[config.mk]
export PLATFORM = sky130hd
export DESIGN_NAME = pcrel_unit
export DESIGN_NICKNAME = d
export VERILOG_FILES = /design/src/rtl/pcrel_pkg.sv /design/src/rtl/pcrel_addr.sv /design/src/rtl/pcrel_stack.sv /design/src/rtl/pcrel_ctrl.sv /design/src/rtl/pcrel_unit.sv
export SDC_FILE = /design/constraint.sdc
export NUM_CORES = 1
export LEC_CHECK = 0
export BUFFER_PORTS_ARGS = -buffer_cell sky130_fd_sc_hd__buf_2
export CORE_MARGIN = 1
export CORE_UTILIZATION = 40
export CTS_BUF_LIST = sky130_fd_sc_hd__clkbuf_4 sky130_fd_sc_hd__clkbuf_8 sky130_fd_sc_hd__clkbuf_16
export CTS_CLUSTER_SIZE = 20
export DETAILED_ROUTE_END_ITERATION = 8
export SLEW_MARGIN = 20
export SYNTH_ARGS = -nofsm -noshare
export SYNTH_HDL_FRONTEND = slang
export SYNTH_SLANG_ARGS = --single-unit
export TNS_END_PERCENT = 100
[constraint.sdc]
create_clock -name clk -period 4.1 [get_ports clk]
set_input_delay 0.205 -clock clk [delete_from_list [all_inputs] [get_ports clk]]
set_output_delay 0.205 -clock clk [all_outputs]
set_load 0.05 [all_outputs]
[src/rtl/pcrel_pkg.sv]
package pcrel_pkg;

  localparam int unsigned ADDR_W = 16;
  localparam int unsigned BYTE_W = 8;
  localparam int unsigned INSN_LEN = 3;

  localparam logic [BYTE_W-1:0] OPC_PUSHREL = 8'h62;
  localparam logic [BYTE_W-1:0] OPC_BRLONG  = 8'h82;
  localparam logic [BYTE_W-1:0] OPC_CALLREL = 8'h63;

  typedef enum logic [1:0] {
    K_NONE,
    K_PUSH,
    K_BRANCH,
    K_CALL
  } op_kind_t;

  typedef enum logic [1:0] {
    ST_IDLE,
    ST_WR_HI,
    ST_WR_LO,
    ST_FINISH
  } seq_state_t;

  function automatic op_kind_t decode_kind(input logic [BYTE_W-1:0] op);
    case (op)
      OPC_PUSHREL: return K_PUSH;
      OPC_BRLONG:  return K_BRANCH;
      OPC_CALLREL: return K_CALL;
      default:     return K_NONE;
    endcase
  endfunction

  function automatic logic [ADDR_W-1:0] after_insn(input logic [ADDR_W-1:0] pc);
    return ADDR_W'(pc + ADDR_W'(INSN_LEN));
  endfunction

  function automatic logic [ADDR_W-1:0] rel_target(input logic [ADDR_W-1:0] pc,
                                                   input logic [BYTE_W-1:0] lo,
                                                   input logic [BYTE_W-1:0] hi);
    return ADDR_W'(after_insn(pc) + {hi, lo});
  endfunction

  function automatic logic [ADDR_W-1:0] call_return(input logic [ADDR_W-1:0] pc);
    return ADDR_W'(after_insn(pc) - ADDR_W'(1));
  endfunction

endpackage

[src/rtl/pcrel_addr.sv]
module pcrel_addr
  import pcrel_pkg::*;
(
  input  logic              clk,
  input  logic              rst_n,
  input  logic              capture,
  input  logic [ADDR_W-1:0] instr_addr,
  input  logic [BYTE_W-1:0] disp_lo,
  input  logic [BYTE_W-1:0] disp_hi,
  input  logic              push_sel,
  output logic [ADDR_W-1:0] target_q,
  output logic [ADDR_W-1:0] next_q,
  output logic [ADDR_W-1:0] push_val
);

  logic [ADDR_W-1:0] ret_q;

  always_ff @(posedge clk) begin
    if (!rst_n) begin
      target_q <= '0;
      next_q   <= '0;
      ret_q    <= '0;
    end else if (capture) begin
      target_q <= rel_target(instr_addr, disp_lo, disp_hi);
      next_q   <= after_insn(instr_addr);
      ret_q    <= call_return(instr_addr);
    end
  end

  // push source: return address for the call, sum for push-relative
  assign push_val = push_sel ? ret_q : target_q;


  target_hold_chk: assert property (@(posedge clk) disable iff (!rst_n)
    !capture |=> $stable(target_q) && $stable(next_q));

endmodule

[src/rtl/pcrel_stack.sv]
module pcrel_stack
  import pcrel_pkg::*;
#(
  parameter logic [BYTE_W-1:0] SP_RESET   = 8'hFF,
  parameter logic [BYTE_W-1:0] STACK_PAGE = 8'h01
) (
  input  logic              clk,
  input  logic              rst_n,
  input  logic              wr_en,
  input  logic              sel_hi,
  input  logic [ADDR_W-1:0] push_val,
  output logic [BYTE_W-1:0] sp,
  output logic [ADDR_W-1:0] mem_addr,
  output logic [BYTE_W-1:0] mem_wdata,
  output logic              mem_we
);

  always_ff @(posedge clk) begin
    if (!rst_n) sp <= SP_RESET;
    else if (wr_en) sp <= BYTE_W'(sp - 1'b1);
  end

  assign mem_addr  = {STACK_PAGE, sp};
  assign mem_wdata = sel_hi ? push_val[ADDR_W-1:BYTE_W] : push_val[BYTE_W-1:0];
  assign mem_we    = wr_en;


  sp_step_chk: assert property (@(posedge clk) disable iff (!rst_n)
    wr_en |=> sp == BYTE_W'($past(sp) - 8'd1));


  sp_hold_chk: assert property (@(posedge clk) disable iff (!rst_n)
    !wr_en |=> $stable(sp));


  hi_then_lo_chk: assert property (@(posedge clk) disable iff (!rst_n)
    (wr_en && sel_hi) |=> (wr_en && !sel_hi));

endmodule

[src/rtl/pcrel_ctrl.sv]
module pcrel_ctrl
  import pcrel_pkg::*;
(
  input  logic              clk,
  input  logic              rst_n,
  input  logic              start,
  input  logic [BYTE_W-1:0] opcode,
  output logic              capture,
  output logic              busy,
  output logic              wr_en,
  output logic              sel_hi,
  output logic              push_sel,
  output logic              done,
  output logic              pc_load,
  output logic              pc_use_next
);

  seq_state_t state_q, state_d;
  op_kind_t   kind_q, kind_new;

  assign kind_new = decode_kind(opcode);
  assign capture  = start && (state_q == ST_IDLE);

  always_comb begin
    state_d = state_q;
    case (state_q)
      ST_IDLE:   if (capture)
                   state_d = (kind_new == K_PUSH || kind_new == K_CALL) ? ST_WR_HI : ST_FINISH;
      ST_WR_HI:  state_d = ST_WR_LO;
      ST_WR_LO:  state_d = ST_FINISH;
      ST_FINISH: state_d = ST_IDLE;
      default:   state_d = ST_IDLE;
    endcase
  end

  always_ff @(posedge clk) begin
    if (!rst_n) begin
      state_q <= ST_IDLE;
      kind_q  <= K_NONE;
    end else begin
      state_q <= state_d;
      if (capture) kind_q <= kind_new;
    end
  end

  assign busy        = (state_q != ST_IDLE);
  assign wr_en       = (state_q == ST_WR_HI) || (state_q == ST_WR_LO);
  assign sel_hi      = (state_q == ST_WR_HI);
  assign push_sel    = (kind_q == K_CALL);
  assign done        = (state_q == ST_FINISH);
  assign pc_load     = done && (kind_q != K_NONE);
  assign pc_use_next = (kind_q == K_PUSH);


  done_pulse_chk: assert property (@(posedge clk) disable iff (!rst_n)
    done |=> !done && !busy);


  we_busy_chk: assert property (@(posedge clk) disable iff (!rst_n)
    wr_en |-> busy);


  load_with_done_chk: assert property (@(posedge clk) disable iff (!rst_n)
    pc_load |-> done);


  start_takes_chk: assert property (@(posedge clk) disable iff (!rst_n)
    (start && !busy) |=> busy);

endmodule

[src/rtl/pcrel_unit.sv]
module pcrel_unit
  import pcrel_pkg::*;
#(
  parameter logic [7:0] SP_RESET   = 8'hFF,
  parameter logic [7:0] STACK_PAGE = 8'h01
) (
  input  logic        clk,
  input  logic        rst_n,
  input  logic        start,
  input  logic [7:0]  opcode,
  input  logic [15:0] instr_addr,
  input  logic [7:0]  disp_lo,
  input  logic [7:0]  disp_hi,
  output logic        busy,
  output logic        done,
  output logic        pc_load,
  output logic [15:0] pc_out,
  output logic [7:0]  sp,
  output logic [15:0] mem_addr,
  output logic [7:0]  mem_wdata,
  output logic        mem_we
);

  logic              capture;
  logic              wr_en;
  logic              sel_hi;
  logic              push_sel;
  logic              pc_use_next;
  logic [ADDR_W-1:0] target_q;
  logic [ADDR_W-1:0] next_q;
  logic [ADDR_W-1:0] push_val;

  pcrel_ctrl u_ctrl (
    .clk        (clk),
    .rst_n      (rst_n),
    .start      (start),
    .opcode     (opcode),
    .capture    (capture),
    .busy       (busy),
    .wr_en      (wr_en),
    .sel_hi     (sel_hi),
    .push_sel   (push_sel),
    .done       (done),
    .pc_load    (pc_load),
    .pc_use_next(pc_use_next)
  );

  pcrel_addr u_addr (
    .clk       (clk),
    .rst_n     (rst_n),
    .capture   (capture),
    .instr_addr(instr_addr),
    .disp_lo   (disp_lo),
    .disp_hi   (disp_hi),
    .push_sel  (push_sel),
    .target_q  (target_q),
    .next_q    (next_q),
    .push_val  (push_val)
  );

  pcrel_stack #(
    .SP_RESET  (SP_RESET),
    .STACK_PAGE(STACK_PAGE)
  ) u_stack (
    .clk      (clk),
    .rst_n    (rst_n),
    .wr_en    (wr_en),
    .sel_hi   (sel_hi),
    .push_val (push_val),
    .sp       (sp),
    .mem_addr (mem_addr),
    .mem_wdata(mem_wdata),
    .mem_we   (mem_we)
  );

  assign pc_out = pc_use_next ? next_q : target_q;


  reset_quiet_chk: assert property (@(posedge clk)
    !rst_n |=> (sp == SP_RESET) && !busy && !mem_we && !done);


  page_fixed_chk: assert property (@(posedge clk) disable iff (!rst_n)
    mem_we |-> mem_addr[15:8] == STACK_PAGE);

endmodule

Word level (Yosys, flattened, before mapping) --
Index checks and enable logic that the tools add are counted.
Storage, ports and cells: flip-flop bits (word level) 60, output and inout port bits 52
Cells by class: equality and inequality tests 11, $add $sub $neg 4, muxes and demuxes 7, reduce and logical (&&, ||, !) cells 7
Operators by type and width (number):
- 2-to-1 mux 16 bit | 2
- adder 16 bit | 1
- adder 16 x 2 -> 16 bit (second input constant) | 1
- equality test 8 x 7 -> 1 bit (second input constant) | 2
- subtractor 16 x 1 -> 16 bit (second input constant) | 1
- equality test 2 bit (second input constant) | 4
- equality test 8 bit (second input constant) | 1
- 2-to-1 mux 8 bit | 1
- case mux 2 bit (4 select lines) | 1
- subtractor 8 x 1 -> 8 bit (second input constant) | 1
- equality test 2 x 1 -> 1 bit (second input constant) | 3
- case mux 2 bit (3 select lines) | 1
- 2-to-1 mux 2 bit | 2
- nonzero test 2 bit | 2
- logical AND 1 bit | 2
- logical NOT 2 bit | 1
- logical OR 1 bit | 2
- != test 2 bit (second input constant) | 1

Longest topological paths before layout --
Gate-level depths: netlist of the first run.
word-level depth 7, gate-level depth with buffers 15

By module --
Synthesis of the first run repeated with hierarchy kept, for this count alone.
Unflattened totals: cell total of the unflattened synthesis 494, area, all modules 4376.7 um2
Modules (own cells, without submodules):
- pcrel_addr | cells an instance 376, instances 1, area each 3244.4 um2, seq. area each 960.9 um2
- pcrel_stack | cells an instance 66, instances 1, area each 575.6 um2, seq. area each 160.2 um2
- pcrel_ctrl | cells an instance 34, instances 1, area each 307.8 um2, seq. area each 80.1 um2
- pcrel_unit | cells an instance 18, instances 1, area each 249.0 um2, seq. area each 0.0 um2

Worst setup path before layout of the first run --
No wires, ideal clock.
path type input port to flip-flop, from input instr_addr[0], to register u_addr.target_q[14], slack 0.928 ns, cell stages on the path 13, data arrival time 3.094 ns, required time 4.022 ns, cell sequence buf_6 > inv_1 > ha_1 > nand4b_1 > or4_1 > xor2_1 > inv_1 > ha_1 > a211o_1 > a2111oi_0 > nor2_1 > and3_1 > nor3_1
Between the ends: longest elaborated chain between the ends 2
Ends and longest elaborated chain:
- start: declaration | RTL line pcrel_unit.sv:11 | input logic [15:0] instr_addr,
- adder 16 x 2 -> 16 bit | RTL line pcrel_pkg.sv:35 | return ADDR_W'(pc + ADDR_W'(INSN_LEN));
- adder 16 bit | RTL line pcrel_pkg.sv:41 | return ADDR_W'(after_insn(pc) + {hi, lo});
- end signal: assignment | RTL line pcrel_addr.sv:24 | target_q <= rel_target(instr_addr, disp_lo, disp_hi);
- end: declaration | RTL line pcrel_addr.sv:11 | output logic [ADDR_W-1:0] target_q,
No other way between the ends. A chain may end at the register's enable or synchronous reset.

Final worst setup path of the first run --
from input instr_addr[0], to register u_addr.target_q[15]
Same word-level chain as after synthesis.

==> results.py, run 1 <==
metrics = {
    "min_path": {
        "hold_class": "input pin to flop",
    },
    "yosys": {
        "netlist_area_um2": 4230,
        "synth_ff_type": "dfxtp_1",
        "avgSynthCellArea_um2": 8.21,
        "async_reset_ff_frac": 0,
        "yosys.area.top_type": "dfxtp_1",
        "synth_most_common_cell": "nand2_1",
        "synth_cell_types": 67,
        "synth.yosys.warnings": 0,
        "synth_seq_cells": 60,
        "synth_common_cells": "65 x nand2_1, 60 x dfxtp_1, 47 x nor2_1, 36 x a21oi_1, 27 x xnor2_1",
        "synth_top_area_frac": 0.284,
        "synth_edf_count": 0,
        "synthCells": 515,
        "synth_area_leaders": "dfxtp_1 28%, ha_1 6.8%, nand2_1 5.8%",
        "ys_seq_area_frac": 0.284,
    },
    "routing": {
        "wl_per_cell_um": 16.2,
        "via_count": 3854,
        "vias_per_cell": 5.33,
        "drtIter0Drc": 241,
        "drc": 0,
        "first_pass_iters": 4,
        "routed_wl_um": 11700,
        "ant_nets": 0,
    },
    "placement": {
        "place_congestion": 0.939,
        "io_buffer_count": 86,
        "dp.final_hpwl_um": 8950,
    },
    "layout": {
        "syn_to_final_growth_pct": 14.5,
        "antenna_cells": 0,
        "nets": 650,
        "drive_above_1_share": 0.250,
    },
    "global_route": {
        "grt_max_degree": 45,
        "grt_pass1_wl_um": 18600,
        "grt-ovfl-total": 0,
        "antenna_found_initial": 0,
        "grt_pass1_vias": 3543,
        "track_usage": 0.219,
    },
    "clocking": {
        "h-tree-depth": 3,
        "root_buffer": "clkbuf_8",
        "cts_hold_buf": 0,
        "clk_latency_ns": 0.34,
        "cts_setup_buffers": 0,
        "clock_path_buffers": 2,
        "numCtsBuffers": 9,
        "cts_resized": 0,
        "clk_pin_slew_ns": 0.06,
        "tritoncts": "done",
        "cts.sinks": 60,
    },
    "run": {
        "maxCapViolCount": 0,
    },
    "timing": {
        "hold_violations": 0,
        "holdWs_ns": 0.238,
        "setup_tns_ns": 0,
        "fmax_ghz": 0.313,
        "setup_viol": 0,
        "skew_ns": 0.00815,
        "tightest_slew_ns": 0.940,
        "slew_headroom": 0.372,
        "period_share": 0.780,
        "fin_crit_ns": 3.20,
        "rsz0062_at_grt": "false",
        "drv_slew": 0,
    },
    "die": {
        "pin_count": 95,
        "die_width_um": 105,
        "start_util": 0.411,
        "row_count": 37,
        "die-area_um2": 11000,
        "die_y_um": 105,
        "fp.coreArea_um2": 10300,
    },
    "power": {
        "pwr-share-seq": 0.317,
        "pwr-share-comb": 0.493,
        "power.internal_w": 0.00137,
        "leakagePower_nw": 2.05,
        "vdd_drop_max_mv": 0.416,
        "switching_share": 0.463,
        "power_density_nw_per_um2": 528,
        "p_clk_frac": 0.191,
        "switching_power_w": 0.00118,
    },
    "critical_path": {
        "cp.arrival_ns": 3.46,
        "critPathKind": "input pin to flop",
        "worstSetupStartpointType": "input pin",
        "required_ns": 4.37,
        "end_kind": "flop",
        "critPathMaxFanout": 10,
    },
    "run_status": {
        "status": "complete, no violations",
    },
}
-- worst paths after layout --
check                                      endpoint              start  cells after the start  slack [ns]
worst max-delay path            u_addr.target_q[15]      instr_addr[0]                     14        0.90
worst min-delay path                  u_stack.sp[0]              rst_n                      2        0.24
worst max register to register     u_addr.ret_q[12]  u_ctrl.state_q[0]                      7        1.78
worst min register to register      u_addr.ret_q[9]    u_addr.ret_q[9]                      2        0.45
-- per-stage QoR --
stage	instance area, um2	std cells	util	total power (W)	setup WS, ns
after CTS	4840	723	0.471	0.00256	0.917
final	4840	723	0.471	0.00256	0.902
after floorplan	4250	521	-	0.00180	0.928
after global placement	4660	708	0.454	0.00206	0.643
after detailed placement	4660	708	0.454	0.00207	0.563
after global routing	4840	723	0.471	0.00271	0.581
-- sequential cells by signal (all words and copies together) (netlist names) --
register         count
u_addr.next_q       16
u_addr.ret_q        16
u_addr.target_q     16
u_stack.sp           8
u_ctrl.kind_q        2
u_ctrl.state_q       2
-- worst max-delay path: stages --
cell      delay (ns)
buf_2           0.21
inv_1           0.12
ha_1            0.28
nand4b_1        0.26
or4_1           0.44
xor2_1          0.33
inv_1           0.12
ha_1            0.37
nand2_1         0.15
nor3_1          0.33
nand4_1         0.18
nand3_1         0.12
xor3_1          0.22
o21ai_0         0.14
-- layout make-up --
type | instances | area, um2
fillers | 1079 | 5440
well taps | 136 | 170
repair buffers | 94 | 490
clock buffers | 13 | 166
inverters | 24 | 90.1
multi-input cells | 394 | 2710
flip-flops and latches | 60 | 1200
clock inverters | 2 | 10.0
-- per-layer routing --
metal | global-route usage | vias up | part of all wire
met3 | 0.0312 | 12 | 0.052
met4 | 0.0855 | 0 | 0.019
met5 | 0 | - | 0
met2 | 0.328 | 117 | 0.44
li1 | - | 1924 | -
met1 | 0.314 | 1801 | 0.49
-- cell families (layout without fill, tap and decap cells) --
group           after synthesis  in the layout  share of synthesized area
simple gates                179            179                      0.201
fa+ha+maj                    24             24                     0.0728
flops                        60             60                      0.284
compound gates              113            113                      0.175
mux                          28             28                     0.0950
other cells                   2              8                    0.00178
buf+inv                      67            133                     0.0802
xor+xnor                     42             42                     0.0906
-- layout by cell type, fill, tap and decap left out, types with 2 or more instances in the layout --
cell type  instances
nand4b_1           2
dfxtp_1           60
a211oi_1          16
mux2_2            16
nor4_1             2
ha_1              23
a21o_1             6
nor3_1            14
xnor2_1           27
o21a_1             4
and3_1             3
a311oi_1           3
buf_2             86
conb_1             8
a2111oi_0          2
clkbuf_4           2
inv_1             24
nand2_1           65
mux4_2             8
clkinv_2           2
mux2i_1            3
o21ai_0           24
nor4b_1            3
o211ai_1           2
xor2_1            14
buf_4              8
nor2b_1            5
nand4_1            9
a31oi_1            3
or4b_2             2
nor3b_1            2
or4_1              2
a21oi_1           36
nand3_1           13
nor2_1            47
clkbuf_8          11
-- power by group through the flow --
stage / logic, W / registers [W] / clock network [W]
floorplan: 0.000981 / 0.000817 / 0
global placement: 0.00124 / 0.000816 / 0
detailed placement: 0.00125 / 0.000822 / 0
CTS: 0.00126 / 0.000810 / 0.000497
global route: 0.00136 / 0.000825 / 0.000529
finish: 0.00126 / 0.000809 / 0.000487
Note: power is estimated with default switching activity, not from simulation.
==> run 2: changes to the inputs <==
==> constraint.sdc (replaced) <==
create_clock -name clk -period 2.75 [get_ports clk]
set_input_delay 0.1375 -clock clk [delete_from_list [all_inputs] [get_ports clk]]
set_output_delay 0.1375 -clock clk [all_outputs]
set_load 0.05 [all_outputs]
==> run 2 against run 1 <==
  * Critical path depth did not move
  * Critical path type unchanged
  * Final cell count rose by 4.8%
  * Combinational power rose by 55%
  * Sequential share of layout area fell by 1.6 points
  * Design area rose by 7.1%
  * Setup slack got worse by 0.69 ns
  * Register-to-register slack got worse by 1.1 ns
  * Clock skew fell by 0.0046 ns
  * Die area did not move
  * Non-clock buffer count rose by 38
  * Utilization rose by 3.3 points
  * Sequential power rose by 48%
  * Critical endpoint unchanged
==> results.py, run 2 (same netlist as run 1, synthesis figures left out) <==
metrics = {
    "run_status": {
        "status": "complete, no violations",
    },
    "clocking": {
        "clk_latency_ns": 0.34,
        "numCtsBuffers": 9,
        "clock_path_buffers": 2,
        "tritoncts": "done",
        "clk_pin_slew_ns": 0.06,
        "root_buffer": "clkbuf_8",
        "cts.sinks": 60,
        "h-tree-depth": 3,
        "cts_setup_buffers": 0,
    },
    "die": {
        "die_y_um": 105,
        "row_count": 37,
        "start_util": 0.411,
        "die_width_um": 105,
        "die-area_um2": 11000,
        "fp.coreArea_um2": 10300,
        "pin_count": 95,
    },
    "timing": {
        "skew_ns": 0.00353,
        "setup_tns_ns": 0,
        "rsz0062_at_grt": "true",
        "fmax_ghz": 0.394,
        "fin_crit_ns": 2.54,
        "drv_slew": 0,
        "hold_violations": 0,
        "tightest_slew_ns": 0.688,
        "period_share": 0.922,
        "slew_headroom": 0.541,
        "setup_viol": 0,
    },
    "global_route": {
        "grt_max_degree": 43,
        "antenna_found_initial": 0,
        "grt_pass1_wl_um": 18800,
        "grt-ovfl-total": 0,
        "track_usage": 0.220,
        "grt_pass1_vias": 3755,
    },
    "placement": {
        "place_congestion": 0.949,
        "dp.final_hpwl_um": 9100,
        "io_buffer_count": 86,
        "place_area_um2": 5020,
    },
    "layout": {
        "fin_area_um2": 5180,
        "fin_util": 0.504,
        "syn_to_final_growth_pct": 22.6,
        "final_common_cell": "buf_2",
        "antenna_cells": 0,
        "nets": 688,
        "most-common-layout-cells": "86 x buf_2, 65 x nand2_1, 60 x dfxtp_1",
        "fill_cells": 1039,
        "drive_above_1_share": 0.307,
        "top_regs": "u_addr.next_q x16, u_addr.ret_q x16, u_addr.target_q x16",
    },
    "routing": {
        "routed_wl_um": 11700,
        "vias_per_cell": 5.21,
        "ant_nets": 0,
        "wl_per_cell_um": 15.4,
        "drtIter0Drc": 238,
        "drc": 0,
        "via_count": 3952,
        "first_pass_iters": 5,
    },
    "min_path": {
        "worstHoldPathCells": 2,
        "hold_class": "input pin to flop",
    },
    "critical_path": {
        "end_kind": "flop",
        "required_ns": 3.02,
        "rr_worst_depth": 7,
        "critPathKind": "input pin to flop",
        "critPathMaxFanout": 4,
        "worstSetupStartpointType": "input pin",
        "cp.arrival_ns": 2.80,
    },
    "power": {
        "power_density_nw_per_um2": 738,
        "vdd_drop_max_mv": 0.438,
        "leakagePower_nw": 2.23,
    },
    "run": {
        "maxCapViolCount": 0,
    },
}
[run 2: cell count changes in the layout (fill, tap and decap cells not counted), moves of 2 or more]
cell      change
ha_1          -2
ha_4          +2
inv_1         -2
clkinv_2      -2
buf_4        +37
[run 2: metal layers]
layer	part of all wire	track usage	up-vias
met4	0.010	0.0704	0
met1	0.47	0.301	1817
met3	0.059	0.0374	8
met5	0	0	-
met2	0.46	0.350	130
li1	-	-	1997
[run 2: path summary, 6_finish.rpt]
| kind | slack (ns) | end | startpoint |
|---|---|---|---|
| hold / removal | 0.16 | u_stack.sp[3] | rst_n |
| setup reg to reg | 0.73 | u_stack.sp[7] | u_ctrl.state_q[1] |
| hold reg to reg | 0.45 | u_addr.ret_q[5] | u_addr.ret_q[5] |
| setup / recovery | 0.21 | u_addr.target_q[15] | instr_addr[0] |
[run 2: area by class of cell]
class,count,area (um2),share of cell area
inverters,24,95.1,0.0183
multi-input cells,394,2780,0.536
repair buffers,132,788,0.152
clock buffers,12,153,0.0294
flip-flops and latches,60,1200,0.232
well taps,136,170,0.0328
[run 2: through the flow]
stage	setup WS, ns	std cells	hold slack, ns	power (W)
4_1_cts	0.242	758	0.139	0.00385
6_report	0.214	758	0.159	0.00382
3_3_place_gp	-0.0625	746	0.440	0.00314
5_1_grt	-0.00458	758	0.166	0.00407
3_5_place_dp	-0.108	746	0.446	0.00317
2_1_floorplan	-0.0276	521	0.321	0.00269
[run 2: critical path, cell delays in order]
cell and delay [ns]:
buf_2 0.15, inv_6 0.04, ha_4 0.15, nand4b_1 0.27, or4_4 0.63, xor2_4 0.19, inv_2 0.07, ha_4 0.25
nand2_1 0.13, nor3_2 0.06, a221oi_1 0.26, nand3_1 0.12, xor3_1 0.19, o21ai_0 0.14
[run 2: power by group]
part	internal (W)	switching, W	total [W]
logic	0.000659	0.00129	0.00195
clock network	0.000352	0.000319	0.000670
registers	0.00107	0.000135	0.00120
[run 2: repair_timing]
action	CTS	global route
setup endpoints to repair	0	2
resized for setup	0	2
hold buffers	0	0
